[src/rtl/shiftreg_univ_pkg.sv]
package shiftreg_univ_pkg;

  typedef enum logic [1:0] {
    OP_KEEP  = 2'b00,
    OP_RIGHT = 2'b01,
    OP_LEFT  = 2'b10,
    OP_LOAD  = 2'b11
  } op_e;

  // Index of each one-hot select line.
  localparam int SEL_KEEP  = 0;
  localparam int SEL_RIGHT = 1;
  localparam int SEL_LEFT  = 2;
  localparam int SEL_LOAD  = 3;
  localparam int SEL_W     = 4;

  // Binary-to-unary conversion of the mode code.
  function automatic logic [SEL_W-1:0] op_to_sel(input logic [1:0] code);
    logic [SEL_W-1:0] s;
    s = '0;
    s[code] = 1'b1;
    return s;
  endfunction

  // Bit that leaves the register under the given selection.
  function automatic logic exit_bit(input logic [SEL_W-1:0] sel,
                                    input logic lsb_q,
                                    input logic msb_q);
    logic b;
    b = 1'b0;
    if (sel[SEL_RIGHT]) b = lsb_q;
    if (sel[SEL_LEFT])  b = msb_q;
    return b;
  endfunction

endpackage

[src/rtl/shiftreg_univ_decode.sv]
module shiftreg_univ_decode
  import shiftreg_univ_pkg::*;
(
  input  logic             clk,
  input  logic             rst,
  input  logic [1:0]       mode,
  output logic [SEL_W-1:0] sel
);

  always_comb sel = op_to_sel(mode);

  // Exactly one select line is active in every cycle.
  p_sel_onehot_r7: assert property (@(posedge clk) disable iff (rst)
    $countones(sel) == 1);

  // The line that is active matches the code presented.
  p_sel_match_r7: assert property (@(posedge clk) disable iff (rst)
    (mode == OP_LOAD) |-> sel[SEL_LOAD]);

endmodule

[src/rtl/shiftreg_univ_cell.sv]
module shiftreg_univ_cell
  import shiftreg_univ_pkg::*;
(
  input  logic             clk,
  input  logic             rst,
  input  logic [SEL_W-1:0] sel,
  input  logic             from_hi,
  input  logic             from_lo,
  input  logic             ld_bit,
  output logic             q
);

  logic d;

  // Four-way selector steered by one-hot lines.
  always_comb begin
    d = 1'b0;
    if (sel[SEL_KEEP])  d = q;
    if (sel[SEL_RIGHT]) d = from_hi;
    if (sel[SEL_LEFT])  d = from_lo;
    if (sel[SEL_LOAD])  d = ld_bit;
  end

  always_ff @(posedge clk) begin
    if (rst) q <= 1'b0;
    else     q <= d;
  end

endmodule

[src/rtl/shiftreg_univ_counter.sv]
module shiftreg_univ_counter #(
  parameter int WIDTH = 8
) (
  input  logic clk,
  input  logic rst,
  input  logic shift_evt,
  input  logic restart_evt,
  output logic word_done
);

  localparam int CW   = (WIDTH > 1) ? $clog2(WIDTH) : 1;
  localparam int LAST = WIDTH - 1;

  logic [CW-1:0] cnt;
  logic          at_last;

  always_comb at_last = (cnt == CW'(LAST));

  always_ff @(posedge clk) begin
    if (rst) begin
      cnt       <= '0;
      word_done <= 1'b0;
    end else begin
      word_done <= 1'b0;
      if (restart_evt) begin
        cnt <= '0;
      end else if (shift_evt) begin
        if (at_last) begin
          cnt       <= '0;
          word_done <= 1'b1;
        end else begin
          cnt <= cnt + 1'b1;
        end
      end
    end
  end

  // A load always returns the count to zero.
  p_restart_r9: assert property (@(posedge clk) disable iff (rst)
    restart_evt |=> (cnt == '0));

  // Neither shift nor restart: count is frozen.
  p_count_hold_r9: assert property (@(posedge clk) disable iff (rst)
    (!restart_evt && !shift_evt) |=> $stable(cnt));

  // Completion flag follows a shift at the last position.
  p_done_cause_r8: assert property (@(posedge clk) disable iff (rst)
    (shift_evt && !restart_evt && at_last) |=> word_done);

  // Count never exceeds the last position.
  p_count_range_r8: assert property (@(posedge clk) disable iff (rst)
    cnt <= CW'(LAST));

endmodule

[src/rtl/shiftreg_univ.sv]
module shiftreg_univ
  import shiftreg_univ_pkg::*;
#(
  parameter int WIDTH = 8
) (
  input  logic             clk,
  input  logic             rst,
  input  logic [1:0]       mode,
  input  logic [WIDTH-1:0] par_in,
  input  logic             sin_top,
  input  logic             sin_bot,
  output logic [WIDTH-1:0] par_out,
  output logic             ser_out,
  output logic             word_valid
);

  localparam int MSB = WIDTH - 1;

  logic [SEL_W-1:0] sel;
  logic [WIDTH-1:0] q;
  logic             shift_evt;
  logic             restart_evt;
  logic             word_done;

  shiftreg_univ_decode u_dec (
    .clk  (clk),
    .rst  (rst),
    .mode (mode),
    .sel  (sel)
  );

  for (genvar i = 0; i < WIDTH; i++) begin : g_cell
    logic hi_src;
    logic lo_src;
    if (i == MSB) begin : g_top
      always_comb hi_src = sin_top;
    end else begin : g_mid_hi
      always_comb hi_src = q[i+1];
    end
    if (i == 0) begin : g_bot
      always_comb lo_src = sin_bot;
    end else begin : g_mid_lo
      always_comb lo_src = q[i-1];
    end
    shiftreg_univ_cell u_cell (
      .clk     (clk),
      .rst     (rst),
      .sel     (sel),
      .from_hi (hi_src),
      .from_lo (lo_src),
      .ld_bit  (par_in[i]),
      .q       (q[i])
    );
  end

  always_comb shift_evt   = sel[SEL_RIGHT];
  always_comb restart_evt = sel[SEL_LOAD];

  shiftreg_univ_counter #(.WIDTH(WIDTH)) u_cnt (
    .clk         (clk),
    .rst         (rst),
    .shift_evt   (shift_evt),
    .restart_evt (restart_evt),
    .word_done   (word_done)
  );

  always_comb par_out    = q;
  always_comb ser_out    = exit_bit(sel, q[0], q[MSB]);
  always_comb word_valid = word_done;

  // Reset clears the contents and the flag.
  p_reset_clear_r1: assert property (@(posedge clk)
    rst |=> (par_out == '0 && !word_valid));

  p_keep_r2: assert property (@(posedge clk) disable iff (rst)
    (mode == OP_KEEP) |=> $stable(par_out));

  p_right_r3: assert property (@(posedge clk) disable iff (rst)
    (mode == OP_RIGHT) |=> (par_out == {$past(sin_top), $past(par_out[MSB:1])}));

  p_left_r4: assert property (@(posedge clk) disable iff (rst)
    (mode == OP_LEFT) |=> (par_out == {$past(par_out[MSB-1:0]), $past(sin_bot)}));

  p_load_r5: assert property (@(posedge clk) disable iff (rst)
    (mode == OP_LOAD) |=> (par_out == $past(par_in)));

  p_sout_idle_r6: assert property (@(posedge clk) disable iff (rst)
    (mode == OP_KEEP || mode == OP_LOAD) |-> !ser_out);

  p_sout_right_r6: assert property (@(posedge clk) disable iff (rst)
    (mode == OP_RIGHT) |-> (ser_out == par_out[0]));

  p_valid_pulse_r8: assert property (@(posedge clk) disable iff (rst)
    word_valid |=> !word_valid);

  p_valid_after_right_r8: assert property (@(posedge clk) disable iff (rst)
    $rose(word_valid) |-> ($past(mode) == OP_RIGHT));

endmodule

[config.mk]
export PLATFORM = sky130hd
export DESIGN_NAME = shiftreg_univ
export DESIGN_NICKNAME = d
export VERILOG_FILES = /design/src/rtl/shiftreg_univ_pkg.sv /design/src/rtl/shiftreg_univ_decode.sv /design/src/rtl/shiftreg_univ_cell.sv /design/src/rtl/shiftreg_univ_counter.sv /design/src/rtl/shiftreg_univ.sv
export SDC_FILE = /design/constraint.sdc
export NUM_CORES = 1
export LEC_CHECK = 0
export BUFFER_PORTS_ARGS = -buffer_cell sky130_fd_sc_hd__buf_2
export CAP_MARGIN = 20
export CORE_MARGIN = 2
export CORE_UTILIZATION = 42
export CTS_CLUSTER_SIZE = 30
export DETAILED_ROUTE_END_ITERATION = 8
export PLACE_DENSITY = 0.83
export SLEW_MARGIN = 20
export SYNTH_ARGS = -nofsm -noshare
export SYNTH_HDL_FRONTEND = slang
export SYNTH_SLANG_ARGS = --single-unit
export TNS_END_PERCENT = 1
[constraint.sdc]
create_clock -name clk -period 1.4 [get_ports clk]
set_clock_uncertainty 0.1 [all_clocks]
set_input_delay 0.21 -clock clk [delete_from_list [all_inputs] [get_ports clk]]
set_output_delay 0.21 -clock clk [all_outputs]
set_load 0.05 [all_outputs]
==> results_dict.tcl <==
set metrics [dict create \
    status "complete, but fails checks" \
    violations "negative setup slack" \
    dr.pass1.iters 4 \
    setup_ws_ps -53.58 \
    avgSynthCellArea_sq_um 10.01 \
    synth_seq_cells 12 \
    finalNetCount 99 \
    syn_inst 66 \
    grtUsageTotal 0.1344 \
    hpwlAfterDp_um 809.8 \
    synth.distinct_cells 15 \
    power.density_mw_per_mm2 1003 \
    drt-total-wl_um 1127 \
    switching_share 0.2842 \
    pwr-share-comb 0.210 \
    ys_seq_area_frac 0.3636 \
    finalPower_mw 0.8167 \
    synthTopCellsByArea "dfxtp_1 (36%), mux2i_1 (24%), buf_4 (11%), o22ai_1 (7.6%), ha_1 (3.8%)" \
    worst_pin_slew_ps 326.8 \
    synth_top_cells_by_count "mux2i_1 (16), dfxtp_1 (12), buf_4 (10)" \
    start_util 0.4437 \
    fin_crit_sh 1.038 \
    cp-end-kind "flop" \
    fmax_mhz 688.0 \
    grt_pass1_wl_um 1869 \
    synth_flop_cell "dfxtp_1" \
    p_int_mw 0.5846 \
    fill_cells 129 \
    slew_viol_final 0 \
    gp_congestion 0.7029 \
    core_sq_mm 0.001489 \
    p_seq_frac 0.457 \
    antenna_found_initial 0 \
    cts_max_level 1 \
    synth_fp_nets 82 \
    synth-async-reset-ratio 0 \
    fin_crit_ps 1454 \
    wire_per_inst_um 11.50 \
    p_sw_mw 0.2321 \
    ant_nets 0 \
    hold_class "in -> reg" \
    maxCapViolCount 0 \
    yosys.area.top_type "dfxtp_1" \
    vias 516 \
    synth_top_area_share 0.3636 \
    setup_tns_ps -53.58 \
    power.share.clock 0.333 \
    grt_start_max_net_pins 23 \
    yosys_warnings 0 \
    path_class "reg -> reg" \
    synth_edf_count 0 \
    cts_tree "built" \
    die_w_um 43.66 \
    cts_buffers 3 \
    drcViolationCount 0 \
    slew_headroom 0.7822 \
    antennaDiodeCount 0 \
    io_buffer_count 23 \
    report.final.setup_viol 1 \
    clk_pin_slew_ps 80 \
    cp-start-kind "flop" \
    clock-sinks 12 \
    syn2layout_area_growth_pct 23.30 \
    arrival_ps 1560 \
    first_global_vias 439 \
    overflow 0 \
    clk_path_buf_depth 2 \
    holdBufCountCts 0 \
    cts-root-buf "clkbuf_4" \
    crit_fanout 2 \
    yosysMostFrequentCell "mux2i_1" \
    drt_iter0_drc 6 \
    drt-vias-per-instance 5.265 \
    vdd_drop_max_uv 828.3 \
    netlist_area_sq_um 660.6 \
    hold_viol 0 \
    ios 24 \
    grt_setup_unrepaired "yes" \
    fp.dieArea_sq_mm 0.001906 \
    clock_latency_ps 270 \
    die_h_um 43.66 \
    rows 14 \
    leakage_nw 0.3779 \
    drive_above_1_share 0.4634 \
    cp.required_ps 1500 \
]
==> per-stage QoR <==
| step | area, sq um | setup slack, ps | instances | util | hold WS (ps) |
|---|---|---|---|---|---|
| 2_1_floorplan | 664.4 | -39.69 | 66 | - | 179.1 |
| 3_3_place_gp | 739.5 | -54.77 | 94 | 0.4966 | 345.3 |
| 3_5_place_dp | 739.5 | -69.34 | 94 | 0.4966 | 349.3 |
| 4_1_cts | 805.8 | -41.46 | 98 | 0.5412 | 55.53 |
| 5_1_grt | 814.5 | -93.94 | 98 | 0.5471 | 50.04 |
| 6_report | 814.5 | -53.58 | 98 | 0.5471 | 57.29 |
==> kinds of logic (layout without fill, tap and decap cells) <==
logic type,count (synthesis),count (layout),synth area share
flops,12,12,0.3636
mux,16,16,0.2424
simple gates,11,11,0.1174
buf+inv,13,29,0.1326
compound gates,12,12,0.1060
fa+ha+maj,2,2,0.03787
==> worst paths after layout <==
| check | from | to | slack (ps) | depth (start not counted) |
|---|---|---|---|---|
| setup / recovery | u_cnt.cnt[0] | u_cnt.cnt[0] | -50 | 4 |
| hold / removal | rst | u_cnt.cnt[0] | 60 | 2 |
| setup reg to reg | u_cnt.cnt[0] | u_cnt.cnt[0] | -50 | 4 |
| hold reg to reg | u_cnt.cnt[1] | u_cnt.cnt[1] | 390 | 2 |
==> critical path, cell delays in order, from the launching register on <==
cell	delay [ps]
dfxtp_2	340
ha_4	160
ha_4	150
or4b_4	500
a21oi_2	140
==> final cells by class <==
| type | count | area (sq um) | share of cell area |
|---|---|---|---|
| clock buffers | 4 | 36.28 | 0.04455 |
| multi-input cells | 41 | 369.1 | 0.4531 |
| flip-flops and latches | 12 | 244.0 | 0.2995 |
| well taps | 16 | 20.02 | 0.02458 |
| repair buffers | 25 | 145.1 | 0.1782 |
==> flip-flops by register name, summed over array words and instances, names as in the netlist <==
register,count
u_cnt.word_done,1
g_cell.u_cell.q,8
u_cnt.cnt,3
==> per-layer routing <==
metal,global-route usage,up-vias,part of all wire
li1,-,264,-
met1,0.1753,231,0.46
met2,0.1882,21,0.44
met3,0.07917,0,0.098
met4,0.03636,0,0
met5,0,-,0
==> power groups by stage <==
stage	sequential, mW	clock (mW)	combinational [mW]
4_1_cts	0.373	0.279	0.170
6_report	0.373	0.272	0.172
5_1_grt	0.376	0.304	0.184
3_3_place_gp	0.379	0	0.166
3_5_place_dp	0.379	0	0.168
2_1_floorplan	0.376	0	0.141
==> layout by cell type (no fill, tap or decap), drive strengths merged <==
| cell | Yosys | layout |
|---|---|---|
| or4b | 1 | 1 |
| nand2 | 1 | 1 |
| nand2b | 4 | 4 |
| or2 | 1 | 1 |
| o22ai | 8 | 8 |
| a21oi | 3 | 3 |
| nand3b | 3 | 3 |
| ha | 2 | 2 |
| buf | 11 | 25 |
| dfxtp | 12 | 12 |
| nor4bb | 1 | 1 |
| o21ai | 1 | 1 |
| mux2i | 16 | 16 |
| clkbuf | 2 | 4 |
==> timing repair <==
action,CTS,global route
setup buffers,0,0
resized for setup,7,3
endpoints found under the setup margin,2,2
pin swaps,3,3
No activity file was read; power rests on OpenSTA's default activity.
